### src/rtl/repl_pkg.sv
package repl_pkg;
   typedef enum logic [1:0] {
      POL_LRU  = 2'b00,
      POL_FIFO = 2'b01,
      POL_RAND = 2'b10,
      POL_LRU2 = 2'b11
   } pol_e;
endpackage

### src/rtl/repl_lfsr.sv
module repl_lfsr #(
   parameter int W = 8,
   parameter logic [W-1:0] TAPS = 8'hB8,
   parameter logic [W-1:0] SEED = 8'h5A,
   parameter int OUT_W = 2
) (
   input  logic             clk,
   input  logic             rst_n,
   input  logic             step,
   output logic [OUT_W-1:0] low_bits
);
   if (OUT_W > W) begin : g_bad_out
      $error("repl_lfsr: OUT_W exceeds register width");
   end
   if (SEED == '0) begin : g_bad_seed
      $error("repl_lfsr: seed must be nonzero");
   end

   logic [W-1:0] state;

   always_ff @(posedge clk or negedge rst_n) begin
      if (!rst_n)    state <= SEED;
      else if (step) state <= {state[W-2:0], ^(state & TAPS)};
   end

   assign low_bits = state[OUT_W-1:0];
endmodule

### src/rtl/repl_lru_set.sv
module repl_lru_set #(
   parameter int NUM_WAYS = 4,
   localparam int WAY_W = $clog2(NUM_WAYS)
) (
   input  logic             clk,
   input  logic             rst_n,
   input  logic             hit_en,
   input  logic [WAY_W-1:0] hit_way,
   input  logic             fill_en,
   input  logic [WAY_W-1:0] fill_way,
   output logic [WAY_W-1:0] oldest_way
);
   typedef logic [NUM_WAYS-1:0][WAY_W-1:0] order_t;

   order_t order_q, order_hit, order_nxt;

   function automatic order_t to_front(input order_t q, input logic [WAY_W-1:0] w);
      order_t r;
      int pos;
      pos = NUM_WAYS - 1;
      for (int i = 0; i < NUM_WAYS; i++) begin
         if (q[i] == w) pos = i;
      end
      for (int i = 0; i < NUM_WAYS; i++) begin
         if (i == 0)        r[i] = w;
         else if (i <= pos) r[i] = q[i-1];
         else               r[i] = q[i];
      end
      return r;
   endfunction

   always_comb begin
      order_hit = hit_en  ? to_front(order_q, hit_way)    : order_q;
      order_nxt = fill_en ? to_front(order_hit, fill_way) : order_hit;
   end

   always_ff @(posedge clk or negedge rst_n) begin
      if (!rst_n) begin
         for (int i = 0; i < NUM_WAYS; i++) order_q[i] <= WAY_W'(i);
      end else begin
         order_q <= order_nxt;
      end
   end

   assign oldest_way = order_hit[NUM_WAYS-1];
endmodule

### src/rtl/repl_rr_set.sv
module repl_rr_set #(
   parameter int NUM_WAYS = 4,
   localparam int WAY_W = $clog2(NUM_WAYS)
) (
   input  logic                clk,
   input  logic                rst_n,
   input  logic                fill_en,
   input  logic [WAY_W-1:0]    fill_way,
   output logic [WAY_W-1:0]    rr_ptr,
   output logic [NUM_WAYS-1:0] filled
);
   logic [WAY_W-1:0] ptr_nxt;

   if ((NUM_WAYS & (NUM_WAYS - 1)) == 0) begin : g_pow2
      assign ptr_nxt = rr_ptr + 1'b1;
   end else begin : g_wrap
      assign ptr_nxt = (rr_ptr == WAY_W'(NUM_WAYS - 1)) ? '0 : rr_ptr + 1'b1;
   end

   always_ff @(posedge clk or negedge rst_n) begin
      if (!rst_n) begin
         rr_ptr <= '0;
         filled <= '0;
      end else if (fill_en) begin
         rr_ptr           <= ptr_nxt;
         filled[fill_way] <= 1'b1;
      end
   end
endmodule

### src/rtl/repl_engine.sv
module repl_engine #(
   parameter int NUM_SETS = 8,
   parameter int NUM_WAYS = 4,
   parameter int LFSR_W = 8,
   parameter logic [LFSR_W-1:0] LFSR_TAPS = 8'hB8,
   parameter logic [LFSR_W-1:0] LFSR_SEED = 8'h5A,
   localparam int SET_W = $clog2(NUM_SETS),
   localparam int WAY_W = $clog2(NUM_WAYS)
) (
   input  logic             clk,
   input  logic             rst_n,
   input  logic [1:0]       pol_sel,
   input  logic [SET_W-1:0] acc_set,
   input  logic             hit_vld,
   input  logic [WAY_W-1:0] hit_way,
   input  logic             fill_req,
   output logic [WAY_W-1:0] victim_way,
   output logic             victim_vld
);
   import repl_pkg::*;

   if (NUM_WAYS < 2 || (NUM_WAYS & (NUM_WAYS - 1)) != 0) begin : g_bad_ways
      $error("repl_engine: NUM_WAYS must be a power of two >= 2");
   end
   if (NUM_SETS < 2 || (NUM_SETS & (NUM_SETS - 1)) != 0) begin : g_bad_sets
      $error("repl_engine: NUM_SETS must be a power of two >= 2");
   end
   if (LFSR_W < WAY_W + 2) begin : g_bad_lfsr
      $error("repl_engine: LFSR too narrow for the way count");
   end

   logic [WAY_W-1:0]    oldest_arr [NUM_SETS];
   logic [WAY_W-1:0]    ptr_arr    [NUM_SETS];
   logic [NUM_WAYS-1:0] filled_arr [NUM_SETS];
   logic [WAY_W-1:0]    rnd_way;
   logic [WAY_W-1:0]    pick;
   logic [NUM_WAYS-1:0] sel_filled;

   function automatic logic [WAY_W-1:0] lowest_free(input logic [NUM_WAYS-1:0] f);
      logic [WAY_W-1:0] r;
      r = '0;
      for (int i = NUM_WAYS - 1; i >= 0; i--) begin
         if (!f[i]) r = WAY_W'(i);
      end
      return r;
   endfunction

   for (genvar s = 0; s < NUM_SETS; s++) begin : g_set
      logic here;
      assign here = (acc_set == SET_W'(s));

      repl_lru_set #(.NUM_WAYS(NUM_WAYS)) u_lru (
         .clk        (clk),
         .rst_n      (rst_n),
         .hit_en     (hit_vld && here),
         .hit_way    (hit_way),
         .fill_en    (fill_req && here),
         .fill_way   (pick),
         .oldest_way (oldest_arr[s])
      );

      repl_rr_set #(.NUM_WAYS(NUM_WAYS)) u_rr (
         .clk      (clk),
         .rst_n    (rst_n),
         .fill_en  (fill_req && here),
         .fill_way (pick),
         .rr_ptr   (ptr_arr[s]),
         .filled   (filled_arr[s])
      );
   end

   repl_lfsr #(
      .W     (LFSR_W),
      .TAPS  (LFSR_TAPS),
      .SEED  (LFSR_SEED),
      .OUT_W (WAY_W)
   ) u_lfsr (
      .clk      (clk),
      .rst_n    (rst_n),
      .step     (fill_req),
      .low_bits (rnd_way)
   );

   assign sel_filled = filled_arr[acc_set];

   always_comb begin
      if (!(&sel_filled)) begin
         pick = lowest_free(sel_filled);
      end else begin
         unique case (pol_e'(pol_sel))
            POL_FIFO: pick = ptr_arr[acc_set];
            POL_RAND: pick = rnd_way;
            default:  pick = oldest_arr[acc_set];
         endcase
      end
   end

   always_ff @(posedge clk or negedge rst_n) begin
      if (!rst_n) begin
         victim_vld <= 1'b0;
         victim_way <= '0;
      end else begin
         victim_vld <= fill_req;
         if (fill_req) victim_way <= pick;
      end
   end
endmodule

### config.mk
export PLATFORM = sky130hd
export DESIGN_NAME = repl_engine
export DESIGN_NICKNAME = d
export VERILOG_FILES = /design/src/rtl/repl_pkg.sv /design/src/rtl/repl_lfsr.sv /design/src/rtl/repl_lru_set.sv /design/src/rtl/repl_rr_set.sv /design/src/rtl/repl_engine.sv
export SDC_FILE = /design/constraint.sdc
export NUM_CORES = 1
export LEC_CHECK = 0
export BUFFER_PORTS_ARGS = -buffer_cell sky130_fd_sc_hd__clkbuf_2
export CAP_MARGIN = 20
export CORE_MARGIN = 10
export CORE_UTILIZATION = 38
export CTS_BUF_LIST = sky130_fd_sc_hd__clkbuf_16
export CTS_CLUSTER_SIZE = 12
export DETAILED_ROUTE_END_ITERATION = 12
export PLACE_DENSITY = 0.56
export SYNTH_ARGS = -nofsm -noshare
export SYNTH_HDL_FRONTEND = slang
export SYNTH_HIERARCHICAL = 1
export SYNTH_SLANG_ARGS = --single-unit
### constraint.sdc
create_clock -name clk -period 5.5 [get_ports clk]
set_input_delay 0.55 -clock clk [delete_from_list [all_inputs] [get_ports clk]]
set_output_delay 0.55 -clock clk [all_outputs]
set_load 0.1 [all_outputs]
==> results by group <==
Power and ir drop
  • Worst vdd ir: between 0.3 and 0.4 mV
  • Pwr/cell area: between 600 and 700 nW/µm²
  • Leak: about 5.1 nW

STA
  • # setup viols final: 0
  • Setup tns final: 0 ps
  • RSZ-0062 raised after global routing: no
  • Fmax: roughly 0.20 GHz
  • Final hold violation count: 0
  • Tmin final: ~5000 ps
  • Fin crit share: ~92%
  • Measured slew at the worst slew-check pin: 834 ps
  • Layout Skew: approximately 13 ps
  • Normalized max-slew margin: between 40% and 50%
  • Max Slew Vio Count: 0

GRT
  • GRT Total Usage: 15.0%
  • First-pass GRT wire length: around 47000 µm
  • Initial antenna violation count: 1
  • Pin count of the biggest net entering global routing: 83
  • Number of global-route vias before repair: around 9000
  • Gr ovfl total: 0

Synth
  • Cells after Synth: 1206
  • Synth async-reset ratio: 100%
  • Average size of a mapped cell: 9.46 µm²
  • Main combinational cell family by area after synthesis: compound AO/OA/AOI/OAI gates
  • Synth Area in Compound Gates: about a quarter
  • Yosys warnings: 6
  • Post-synthesis mux area share: 13.2%
  • Post-synthesis sequential area ratio: a little over a quarter
  • Yosys top cell area share: around a fifth
  • Area contributors post-synth: dfrtp_1 (19%), dfstp_2 (8.3%), xnor2_1 (5.8%)
  • Simple-Gate Fraction of Synth Area: around 17%
  • Synthesis-stage register bit count: 123
  • Post-Syn Nets: between 1000 and 1500
  • Fraction of the mapped netlist area in adder cells: less than 1%
  • Top FF cell, synth: dfrtp_1
  • Area leader, netlist: dfrtp_1
  • Synth unique cells: 75
  • Post-synth EDFFs: 0
  • Post-Synth XOR/XNOR Area: between 10% and 20%
  • Post-Syn Area: about 11000 µm²

Floorplanning
  • Top-Level Pins: 14
  • Core area: around 30000 µm²
  • Die Y: ~190 µm
  • Die Wd: around 190 µm
  • Initial Util: roughly 38%
  • Die ar.: 37300 µm²
  • Row count: 63

Final layout
  • FILL cells: about 2900
  • Synth-to-layout area growth: 9.88%
  • Multi-input gate area: around 7500 µm²
  • Final net count: 1242
  • Final design area excluding fillers: 12500 µm²
  • Register area: approximately 3100 µm²
  • Layout cells sized above 1: about a quarter

Clock tree
  • Post-CTS Setup Inserts: 0
  • CTS sink cnt: around 120
  • Worst skew pair latency: 430 ps
  • H-tree levels: 4
  • Root Buffer: clkbuf_16
  • Post-CTS sizing: 0
  • Total CTS buffers: 17
  • Post-CTS Hold Fix Bufs: 0
  • Clk buf depth: 2
  • CTS clk-pin slew, worst paths: ~60 ps
  • TritonCTS clock tree: built

Critical path
  • CP Launch Type: primary input
  • Crit path DAT: roughly 5400 ps
  • Critical-path cell list: buf_4, buf_4, xor2_2, a2bb2oi_2, a221oi_2, nor2_1, inv_1, mux4_2, nor3b_1, nor3_1, a211oi_1, o21ai_1, and2_4, xnor2_1, nand2_1, mux2_2, a22o_1, o41ai_4, a21o_1, nand2_1
  • Setup CP Type: primary input to flip-flop
  • Worst Setup End Kind: flip-flop
  • Worst path required time: 5810 ps
  • Worst-path fanout max: 47
  • Setup crit start: hit_way[1]
  • Reg2Reg Launch Point: g_set[2].u_lru/order_q[5]$_DFF_PN1_
  • CP peak stage delay: 490 ps
  • Crit-path slowest cell: mux4_2

Routing
  • Drt total wl: around 28000 µm
  • Via count: ~8900
  • Remaining DRCs: 0
  • Drt first pass iters: 5
  • DR iter-0 viols: 548
  • Post-route ant nets: 0
  • Wire length per cell: approximately 17 µm
  • Avg Vias per Cell: approximately 5.4

Run status
  • Status: finished, final reports clean

Placement
  • Post-DP Area: about 12000 µm²
  • Routability cong.: 0.875
  • HPWL after DPL: a little over 20000 µm
  • IO buf count: 13

Worst hold path
  • Worst Hold Class: primary input to async pin

Flow run
  • Max-cap violation count: 0
synth_stat cells (all sizes together), types with 9 or more instances:
| library cell | count |
|---|---|
| dfrtp | 87 |
| o211ai | 11 |
| nand2 | 133 |
| nor2b | 12 |
| a2bb2oi | 17 |
| a41oi | 14 |
| nor2 | 95 |
| buf | 48 |
| o311ai | 14 |
| o22ai | 9 |
| mux2i | 60 |
| a41o | 14 |
| mux2 | 50 |
| a221o | 15 |
| a21o | 15 |
| o31ai | 9 |
| a21oi | 48 |
| nand2b | 47 |
| clkbuf | 9 |
| inv | 95 |
| xnor2 | 77 |
| o21bai | 30 |
| o21ai | 47 |
| mux4 | 13 |
| xor2 | 54 |
| dfstp | 36 |
| nor3 | 21 |
| and2 | 29 |
| a221oi | 15 |
metal layers:
metal / part of all wire (%) / vias up / global-route usage, % / wire length (µm)
met3: 3.3 / 29 / 2.54 / 946
met4: 1.7 / 0 / 4.55 / 481
li1: - / 4340 / - / -
met5: 0 / - / 0 / 0
met2: 47 / 151 / 24.6 / 13200
met1: 48 / 4341 / 19.7 / 13700
logic make-up (layout without fill, tap and decap cells):
| family | after synthesis | in the layout |
|---|---|---|
| fa+ha+maj | 2 | 2 |
| mux | 123 | 123 |
| flops | 123 | 123 |
| buf+inv | 152 | 188 |
| xor+xnor | 131 | 131 |
| compound gates | 296 | 296 |
| other cells | 0 | 1 |
| simple gates | 379 | 379 |
flip-flops by register name (all words and copies together), names as in the netlist:
register	count
g_set.u_rr/rr_ptr	16
victim_vld	1
g_set.u_rr/filled	32
u_lfsr/state	8
g_set.u_lru/order_q	64
victim_way	2
stage by stage:
step	std cells	worst slack [ps]	hold slack (ps)	utilization [%]	power, mW
after floorplan	1206	284	254	-	6.09
after global placement	1599	82.7	451	40.3	7.07
after detailed placement	1599	66.6	455	40.3	7.10
after CTS	1631	502	226	42.2	8.27
after global routing	1633	108	265	42.3	8.91
final	1633	462	180	42.3	8.25
final timing paths:
kind                                                        to  slack, ps  cells past startpoint
setup / recovery           g_set[4].u_lru/order_q[4]$_DFF_PN0_        460                     20
hold / removal             g_set[2].u_lru/order_q[4]$_DFF_PN0_        180                      1
setup reg to reg           g_set[4].u_lru/order_q[4]$_DFF_PN0_        520                     18
hold reg to reg            g_set[0].u_rr/rr_ptr[1]$_DFFE_PN0P_        470                      1
max in group asynchronous  g_set[4].u_lru/order_q[7]$_DFF_PN1_       4220                      2
min in group clk           g_set[0].u_rr/rr_ptr[1]$_DFFE_PN0P_        470                      1
worst max-delay path: cells and delay by family:
family / cells / cell delay [ps]
AO/OA/AOI/OAI: 7 / 1610
buffers and inverters: 3 / 770
XOR/XNOR: 2 / 480
AND/OR/NAND/NOR: 6 / 1130
multiplexers: 2 / 800
cells in the final DEF (no fill, tap or decap), drive strengths merged, types with 48 or more instances in the layout:
cell type,instances
buf,51
xnor2,77
dfrtp,87
mux2,50
nand2,133
mux2i,60
inv,96
a21oi,48
nor2,95
xor2,54
layout make-up:
class / instances / share of cell area (%)
inverter: 95 / 2.84
timing repair buffer: 61 / 4.01
clock inverter: 15 / 1.21
multi-input combinational: 931 / 59.7
sequential: 123 / 24.9
tap: 390 / 3.89
clock buffer: 17 / 3.39
antenna: 1 / 0.0200
report_power, final:
part	switching (mW)	leakage (nW)	internal, mW
Clock	0.453	0.269	0.665
Sequential	0.550	1.41	1.43
Combinational	2.93	3.40	2.23
Power figures use the tool's default switching activity.
